<file path="src/rtl/ptrmod_pkg.sv">
package ptrmod_pkg;

    localparam int PM_DW      = 16;
    localparam int PM_N_IDX   = 2;
    localparam int PM_N_WRD   = 16;
    localparam int PM_N_OFS   = 2;
    localparam int PM_STEP    = 2;

    typedef enum logic [2:0] {
        PM_KEEP   = 3'd0,
        PM_INC    = 3'd1,
        PM_DEC    = 3'd2,
        PM_ADDOFS = 3'd3,
        PM_SUBOFS = 3'd4
    } pm_mode_e;

    typedef enum logic {
        FAM_IDX = 1'b0,
        FAM_WRD = 1'b1
    } pm_family_e;

    typedef enum logic [1:0] {
        LD_IDX_PTR = 2'd0,
        LD_WRD_PTR = 2'd1,
        LD_IDX_OFS = 2'd2,
        LD_WRD_OFS = 2'd3
    } pm_ld_tgt_e;

    function automatic int pm_selw(input int n);
        return (n > 1) ? $clog2(n) : 1;
    endfunction

endpackage

</file>
<file path="src/rtl/ptr_bank.sv">
module ptr_bank
    import ptrmod_pkg::*;
#(
    parameter int DW = 16,
    parameter int N  = 2
) (
    input  logic                  clk,
    input  logic                  rst,
    input  logic                  wr_en,
    input  logic [pm_selw(N)-1:0] wr_sel,
    input  logic [DW-1:0]         wr_data,
    input  logic                  ld_en,
    input  logic [pm_selw(N)-1:0] ld_sel,
    input  logic [DW-1:0]         ld_data,
    output logic [N-1:0][DW-1:0]  q
);
    localparam int SW = pm_selw(N);

    for (genvar e = 0; e < N; e++) begin : g_entry
        logic ld_hit;
        logic wr_hit;
        assign ld_hit = ld_en && (ld_sel == SW'(e));
        assign wr_hit = wr_en && (wr_sel == SW'(e));

        always_ff @(posedge clk) begin
            if (rst) begin
                q[e] <= '0;
            end else if (ld_hit) begin
                q[e] <= ld_data;
            end else if (wr_hit) begin
                q[e] <= wr_data;
            end
        end
    end
endmodule

</file>
<file path="src/rtl/ptr_step_alu.sv">
module ptr_step_alu
    import ptrmod_pkg::*;
#(
    parameter int DW = 16
) (
    input  logic [DW-1:0] cur,
    input  logic [DW-1:0] ofs,
    input  pm_mode_e      mode,
    output logic [DW-1:0] nxt
);
    localparam logic [DW-1:0] STEP = DW'(PM_STEP);

    always_comb begin
        case (mode)
            PM_INC:    nxt = cur + STEP;
            PM_DEC:    nxt = cur - STEP;
            PM_ADDOFS: nxt = cur + ofs;
            PM_SUBOFS: nxt = cur - ofs;
            default:   nxt = cur;
        endcase
    end
endmodule

</file>
<file path="src/rtl/ptr_postmod_unit.sv">
module ptr_postmod_unit
    import ptrmod_pkg::*;
#(
    parameter int DW    = PM_DW,
    parameter int N_IDX = PM_N_IDX,
    parameter int N_WRD = PM_N_WRD,
    parameter int N_OFS = PM_N_OFS
) (
    input  logic                      clk,
    input  logic                      rst,
    input  logic                      acc_valid,
    input  logic                      acc_family,
    input  logic [pm_selw(N_WRD)-1:0] acc_ptr_sel,
    input  logic [pm_selw(N_OFS)-1:0] acc_ofs_sel,
    input  logic [2:0]                acc_mode,
    output logic [DW-1:0]             acc_addr,
    input  logic                      ld_en,
    input  logic [1:0]                ld_target,
    input  logic [pm_selw(N_WRD)-1:0] ld_sel,
    input  logic [DW-1:0]             ld_data
);
    localparam int IDX_SW = pm_selw(N_IDX);
    localparam int WRD_SW = pm_selw(N_WRD);
    localparam int OFS_SW = pm_selw(N_OFS);

    logic [N_IDX-1:0][DW-1:0] idx_q;
    logic [N_WRD-1:0][DW-1:0] wrd_q;
    logic [N_OFS-1:0][DW-1:0] qx_q;
    logic [N_OFS-1:0][DW-1:0] qr_q;

    pm_family_e fam;
    pm_ld_tgt_e ld_tgt;
    pm_mode_e   mode;
    logic [IDX_SW-1:0] idx_sel;
    logic [DW-1:0]     cur_val;
    logic [DW-1:0]     ofs_val;
    logic [DW-1:0]     nxt_val;

    assign fam     = pm_family_e'(acc_family);
    assign ld_tgt  = pm_ld_tgt_e'(ld_target);
    assign mode    = pm_mode_e'(acc_mode);
    assign idx_sel = acc_ptr_sel[IDX_SW-1:0];

    always_comb begin
        if (fam == FAM_WRD) begin
            cur_val = wrd_q[acc_ptr_sel];
            ofs_val = qr_q[acc_ofs_sel];
        end else begin
            cur_val = idx_q[idx_sel];
            ofs_val = qx_q[acc_ofs_sel];
        end
    end

    assign acc_addr = cur_val;

    ptr_step_alu #(.DW(DW)) alu_i (
        .cur  (cur_val),
        .ofs  (ofs_val),
        .mode (mode),
        .nxt  (nxt_val)
    );

    ptr_bank #(.DW(DW), .N(N_IDX)) idx_bank_i (
        .clk     (clk),
        .rst     (rst),
        .wr_en   (acc_valid && fam == FAM_IDX),
        .wr_sel  (idx_sel),
        .wr_data (nxt_val),
        .ld_en   (ld_en && ld_tgt == LD_IDX_PTR),
        .ld_sel  (ld_sel[IDX_SW-1:0]),
        .ld_data (ld_data),
        .q       (idx_q)
    );

    ptr_bank #(.DW(DW), .N(N_WRD)) wrd_bank_i (
        .clk     (clk),
        .rst     (rst),
        .wr_en   (acc_valid && fam == FAM_WRD),
        .wr_sel  (acc_ptr_sel[WRD_SW-1:0]),
        .wr_data (nxt_val),
        .ld_en   (ld_en && ld_tgt == LD_WRD_PTR),
        .ld_sel  (ld_sel[WRD_SW-1:0]),
        .ld_data (ld_data),
        .q       (wrd_q)
    );

    ptr_bank #(.DW(DW), .N(N_OFS)) qx_bank_i (
        .clk     (clk),
        .rst     (rst),
        .wr_en   (1'b0),
        .wr_sel  ('0),
        .wr_data ('0),
        .ld_en   (ld_en && ld_tgt == LD_IDX_OFS),
        .ld_sel  (ld_sel[OFS_SW-1:0]),
        .ld_data (ld_data),
        .q       (qx_q)
    );

    ptr_bank #(.DW(DW), .N(N_OFS)) qr_bank_i (
        .clk     (clk),
        .rst     (rst),
        .wr_en   (1'b0),
        .wr_sel  ('0),
        .wr_data ('0),
        .ld_en   (ld_en && ld_tgt == LD_WRD_OFS),
        .ld_sel  (ld_sel[OFS_SW-1:0]),
        .ld_data (ld_data),
        .q       (qr_q)
    );
endmodule

</file>
<file path="config.mk">
export PLATFORM = sky130hd
export DESIGN_NAME = ptr_postmod_unit
export DESIGN_NICKNAME = d
export VERILOG_FILES = /design/src/rtl/ptrmod_pkg.sv /design/src/rtl/ptr_bank.sv /design/src/rtl/ptr_step_alu.sv /design/src/rtl/ptr_postmod_unit.sv
export SDC_FILE = /design/constraint.sdc
export NUM_CORES = 1
export LEC_CHECK = 0
export CAP_MARGIN = 10
export CORE_MARGIN = 10
export CORE_UTILIZATION = 45
export DETAILED_ROUTE_END_ITERATION = 12
export HOLD_SLACK_MARGIN = 0.15
export PLACE_DENSITY = 0.73
export SLEW_MARGIN = 30
export SYNTH_ARGS = -nofsm -noshare
export SYNTH_HDL_FRONTEND = slang
export SYNTH_SLANG_ARGS = --single-unit
</file>
<file path="constraint.sdc">
create_clock -name clk -period 9.6 [get_ports clk]
set_input_delay 1.92 -clock clk [delete_from_list [all_inputs] [get_ports clk]]
set_output_delay 1.92 -clock clk [all_outputs]
set_load 0.03 [all_outputs]
</file>
# --- Yosys cells after proc, flatten, opt, wreduce, memory -nomap -nowiden ---
# Cells that the tools add are included.
totals:
  inputBits: 35
  output_inout_bits: 16
  regBits: 352
  wordCells: 183
classes:
  order_cmp: 3
  addsub: 4
  bitwise: 3
  n_reduce_logical: 67
  muxes: 47
  n_eq_ne: 37
ops:
  columns: ["op", "n"]
  rows:
  - ["2-to-1 mux 16 bit", 45]
  - ["binary-select mux 16 bit (select 4 bit)", 1]
  - ["== test 4 bit (second input constant)", 16]
  - ["case mux 16 bit (4 select lines)", 1]
  - ["logical AND 1 bit", 46]
  - ["nonzero test 2 bit", 18]
  - ["== test 4 x 3 -> 1 bit (second input constant)", 8]
  - ["adder 16 bit", 1]
  - ["adder 16 x 2 -> 16 bit (second input constant)", 1]
  - ["== test 4 x 2 -> 1 bit (second input constant)", 4]
  - ["subtractor 16 bit", 1]
  - ["subtractor 16 x 2 -> 16 bit (second input constant)", 1]
  - ["== test 4 x 1 -> 1 bit (second input constant)", 2]
  - ["logical NOT 4 bit", 2]
  - ["== test 3 x 2 -> 1 bit (second input constant)", 2]
  - ["less-than comparator 4 x 5 -> 1 bit (second input constant)", 1]
  - ["== test 2 bit (second input constant)", 2]
  - ["less-than comparator 1 x 2 -> 1 bit (second input constant)", 2]
  - ["== test 3 x 1 -> 1 bit (second input constant)", 1]
  - ["== test 3 bit (second input constant)", 1]
  - ["inverter 1 bit", 3]
  - ["== test 2 x 1 -> 1 bit (second input constant)", 1]
  - ["logical NOT 2 bit", 1]

# --- Depth between registers and ports, before layout ---
depth:
  word_depth: 7
  ltp_mapped: 20
  ltp_nobuf: 16

# --- Hierarchy ---
# From an unflattened synthesis, not the netlist that was laid out.
hier_totals:
  hier_cells: 2767
  hier_area_um2: 22115.0
modules_own_cells:
  columns: ["mod", "seq_area_each_um2", "area_each_um2", "n_inst", "cells_each"]
  rows:
  - ["ptr_bank (wrd_bank_i)", 5124.9, 12563.3, 1, 1620]
  - ["ptr_bank (idx_bank_i ...)", 640.6, 1550.2, 3, 185]
  - ["ptr_postmod_unit", 0.0, 2945.3, 1, 311]
  - ["ptr_step_alu", 0.0, 1955.6, 1, 281]

# --- Worst setup path before layout ---
# OpenSTA, ideal clock, no wires.
synth_timing:
  path_kind: "input -> register"
  startpoint: "input acc_ptr_sel[0]"
  endpoint: "register wrd_bank_i.q[111] (netlist name)"
  t_arrival_ns: 6.614
  required_ns: 9.459
  stages: 19
  slack_ns: 2.845
  path_cell_list: "buf_4 -> buf_6 -> buf_2 -> mux4_2 -> mux4_2 -> nand2_1 -> o21ai_0 -> ha_1 -> clkbuf_1 -> and3_1 -> o21ai_0 -> a21oi_1 -> o41ai_1 -> mux2_2 -> o221ai_1 -> o22ai_1 -> o211ai_2 -> buf_2 -> o221ai_1"
synth_via:
  elab_chain_cells: 7
synth_lines:
  columns: ["item", "line_no", "rtl"]
  rows:
  - ["from (decl)", "ptr_postmod_unit.sv:13", "input logic [pm_selw(N_WRD)-1:0] acc_ptr_sel,"]
  - ["binary-select mux 16 bit (select 4 bit) / 2-to-1 mux 16 bit (equally long branches)", "ptr_postmod_unit.sv:46, ptr_postmod_unit.sv:49", null]
  - ["2-to-1 mux 16 bit (on tied branches)", "ptr_postmod_unit.sv:46, ptr_postmod_unit.sv:49", null]
  - ["2-to-1 mux 16 bit (*)", "ptr_postmod_unit.sv:45", "if (fam == FAM_WRD) begin"]
  - ["net acc_addr[4]", "ptr_postmod_unit.sv:16", "output logic [DW-1:0] acc_addr,"]
  - ["subtractor 16 bit, or another cell as far along", "ptr_step_alu.sv:18", "PM_SUBOFS: nxt = cur - ofs;"]
  - ["case mux 16 bit (4 select lines) (*)", "ptr_step_alu.sv:14", "case (mode)"]
  - ["2-to-1 mux 16 bit (*)", "ptr_bank.sv:30", "end else if (wr_hit) begin"]
  - ["2-to-1 mux 16 bit (*)", "ptr_bank.sv:28", "end else if (ld_hit) begin"]
  - ["to (signal, indexed assignment)", "ptr_bank.sv:29", "q[e] <= ld_data;"]
  - ["to (signal, indexed assignment)", "ptr_bank.sv:31", "q[e] <= wr_data;"]
  - ["to (decl)", "ptr_bank.sv:15", "output logic [N-1:0][DW-1:0] q"]
# Mark *: on every way through the listed nets, which the timed path passes. The rest lies on a longest branch. The select of a mux whose other input is x is not followed.
# A chain may end at the register's enable or synchronous reset.

# --- Worst setup path in the final report ---
layout_timing:
  startpoint: "input acc_ptr_sel[0]"
  endpoint: "output acc_addr[11]"
layout_via:
  elab_chain_cells: 3
layout_lines:
  columns: ["item", "line_no"]
  rows:
  - ["binary-select mux 16 bit (select 4 bit) / 2-to-1 mux 16 bit (equally long branches)", "ptr_postmod_unit.sv:46, ptr_postmod_unit.sv:49"]
  - ["2-to-1 mux 16 bit (on tied branches)", "ptr_postmod_unit.sv:46, ptr_postmod_unit.sv:49"]
  - ["2-to-1 mux 16 bit (*)", "ptr_postmod_unit.sv:45"]
  - ["to (decl)", "ptr_postmod_unit.sv:16"]
# Every way passes the cells marked *; elsewhere a longest branch is shown, timed or not. The select of a mux whose other input is x is not followed.

==> flow_summary.yaml <==
status:
  status: "complete, no violations"
setup_path:
  worst_setup_path_start_kind: "input pin"
  worstPathArrival_ps: 5330
  worstPathCellList: "buf_6, buf_4, mux4_2, mux4_2, nand2_1, o21ai_0, clkdlybuf4s50_1"
  cp.buffers_inverters: 3
  max_stage_delay_ps: 730
  worst_ep_required_time_ps: 7680
  crit_family: "buffers and inverters"
  path_common_cell: "mux4_2"
  cp_max_fo: 53
  cp-end-kind: "output port"
  cp-startpoint: "acc_ptr_sel[0]"
  crit_path_top_delay_cell: "clkdlybuf4s50_1"
  r2r_start: "wrd_bank_i.q[242]$_SDFFE_PP0P_"
  critPathKind: "in -> out"
global_route:
  antenna_found_initial: 0
  grt_pass1_wl_um: 98900
  grt_max_degree: 122
  first_global_vias: 17200
  grt-busiest-layer: "met2"
  grt_overflow_total: 0
  grt_use_met1_pct: 30.6
  grt_use_met3_pct: 4.05
  grt_usage_pct: 24.1
  met2_usage_pct: 40.5
logic_synthesis:
  synth-seq-cells: 352
  synth_cells: 2222
  synthFlopType: "dfxtp_1"
  syn_area_um2: 19000
  postSynthNetCount: 2288
  ys.warnings.count: 0
  synth-edff-count: 0
  yosysSeqAreaShare_pct: 37.0
  avgSynthCellArea_um2: 8.57
  async_reset_ff_share_pct: 0
  synth.distinct_cells: 67
place:
  dpl.hpwl_um: 45200
  io_buffer_count: 50
  place.gp.congestion: 0.900
clocking:
  cts_buffers: 38
  cts_tree: "yes"
  root_buffer: "clkbuf_16"
  cts_repair_resize_count: 0
  clkLatencyLatePin_ps: 570
  ctsHoldBuffers: 0
  htreeDepth: 2
  clock-sinks: 352
  clk_pin_slew_ps: 60
  clock_path_buffers: 3
  post-cts-setup-buffers: 0
cells_and_area:
  area_delta_synth_final_pct: 10.2
  diodes: 0
  layout_common_cells: "dfxtp_1, nor2_1, nand2_1, a21oi_1, a211oi_1"
  n_fill_cell: 3815
  drive_gt1_share_pct: 10.5
  layout_commonest_cell: "dfxtp_1"
  final_nets: 2234
  register_area_um2: 7050
  multi_input_area_um2: 11300
sta:
  hold_viol: 0
  finalClockSkew_ps: 26.5
  fmaxAchievable_ghz: 0.138
  min_period_over_period_pct: 75.5
  slew_headroom_pct: 31.2
  rsz0062_at_grt: "false"
  worst_pin_slew_ps: 1030
  setup_viol: 0
  slew_violations: 0
  period_needed_ps: 7250
  fin_setup_tns_ps: 0
floorplanning:
  dieHeight_um: 226
  die_area_um2: 51000
  rows: 75
  pin_count: 51
  dieWidth_um: 226
  initial_core_util_pct: 45.5
  core-area_um2: 41900
route:
  viasPerCell: 6.54
  drt-initial-drc-count: 2320
  wl_per_cell_um: 23.0
  drc: 0
  ant_nets: 0
  via_count: 17900
  wl_um: 62800
  firstDrtPassIters: 6
pwr:
  powerDensity_nw_per_um2: 166
  switching_share_pct: 29.9
  p_sw_uw: 1040
  p_leak_uw: 0.00718
  peakVddDrop_uv: 131
  power_uw: 3490
  pwr-share-clk_pct: 39.9
  power_frac_seq_pct: 43.2
  internal-power_uw: 2450
  combPwrFrac_pct: 17.0
hold_path:
  hold_class: "reg -> reg"
  worstHoldStart: "qr_bank_i.q[1]$_SDFFE_PP0P_"
job:
  max_cap_violations: 0
## worst min-delay path: cells and delay by family (launching register included)
kind | cells | cell delay, ps
DFF | 1 | 300
and+or+nand+nor | 1 | 50
AOI/OAI and AO/OA | 1 | 50
## metrics by stage
stage / std cells / setup WS [ps] / cell area (um^2) / hold WS (ps) / utilization (%)
after floorplan: 2222 / 2840 / 19000 / 433 / -
after global placement: 2665 / 2110 / 19800 / 438 / 47.3
after detailed placement: 2665 / 2100 / 19800 / 444 / 47.4
after CTS: 2727 / 2360 / 21000 / 454 / 50.1
after global routing: 2729 / 2160 / 21000 / 476 / 50.1
final: 2729 / 2350 / 21000 / 452 / 50.1
## registers in the layout (all words and copies together) (netlist names)
| signal | count |
|---|---|
| qr_bank_i.q | 32 |
| qx_bank_i.q | 32 |
| wrd_bank_i.q | 256 |
| idx_bank_i.q | 32 |
## power by group through the flow
stage / sequential [uW] / combinational (uW) / clock [uW]
after floorplan: 1530 / 405 / 0
after global placement: 1540 / 563 / 0
after detailed placement: 1540 / 569 / 0
after CTS: 1510 / 573 / 1400
after global routing: 1510 / 636 / 1460
final: 1510 / 592 / 1390
## logic make-up (layout without fill, tap and decap cells)
logic type                 after synthesis  in the layout  share of synthesized area [%]
AOI/OAI and AO/OA                      680            680                           23.7
xor gates and xnor gates                32             32                           1.47
adders and majority gates               31             31                           2.12
buffers and inverters                  202            170                           4.26
DFF                                    352            352                           37.0
muxes                                  115            115                           12.3
and+or+nand+nor                        810            810                           19.2
## cells in the mapped netlist (20+ instances only)
master,n,share of area [%]
clkbuf_1,142,2.8
mux4_2,95,11
a21o_1,24,0.95
nand3b_1,75,3.0
buf_2,22,0.58
dfxtp_1,352,37
nand2_1,261,5.1
nand2b_1,34,1.1
a211oi_1,97,3.8
o221ai_1,75,3.4
nor3_1,23,0.60
nand3_1,20,0.53
nor2_1,324,6.4
o32ai_1,49,2.3
xnor2_1,24,1.1
a21oi_1,226,5.9
o22ai_1,96,3.2
ha_1,29,1.9
o21ai_0,65,1.7
or3_1,23,0.76
## layout make-up
| cell class | instances | share of cell area, % |
|---|---|---|
| Sequential cell | 352 | 33.6 |
| Inverter | 15 | 0.268 |
| Clock inverter | 12 | 0.525 |
| Tap cell | 539 | 3.21 |
| Clock buffer | 50 | 4.89 |
| Timing Repair Buffer | 93 | 3.83 |
| Multi-Input combinational cell | 1668 | 53.7 |
## per-layer routing
metal / up-vias / part of all wire [%]
met3: 113 / 8.8
met4: 0 / 2.9
met1: 8706 / 40
met5: - / 0
met2: 910 / 49
li1: 8130 / -
## path summary, 6_finish.rpt
kind                                    end  slack, ps  depth (start not counted)
max reg2reg  wrd_bank_i.q[204]$_SDFFE_PP0P_       4600                         14
min             qr_bank_i.q[1]$_SDFFE_PP0P_        450                          2
max                            acc_addr[11]       2350                          7
min reg2reg     qr_bank_i.q[1]$_SDFFE_PP0P_        450                          2
No activity file was read; power rests on OpenSTA's default activity.
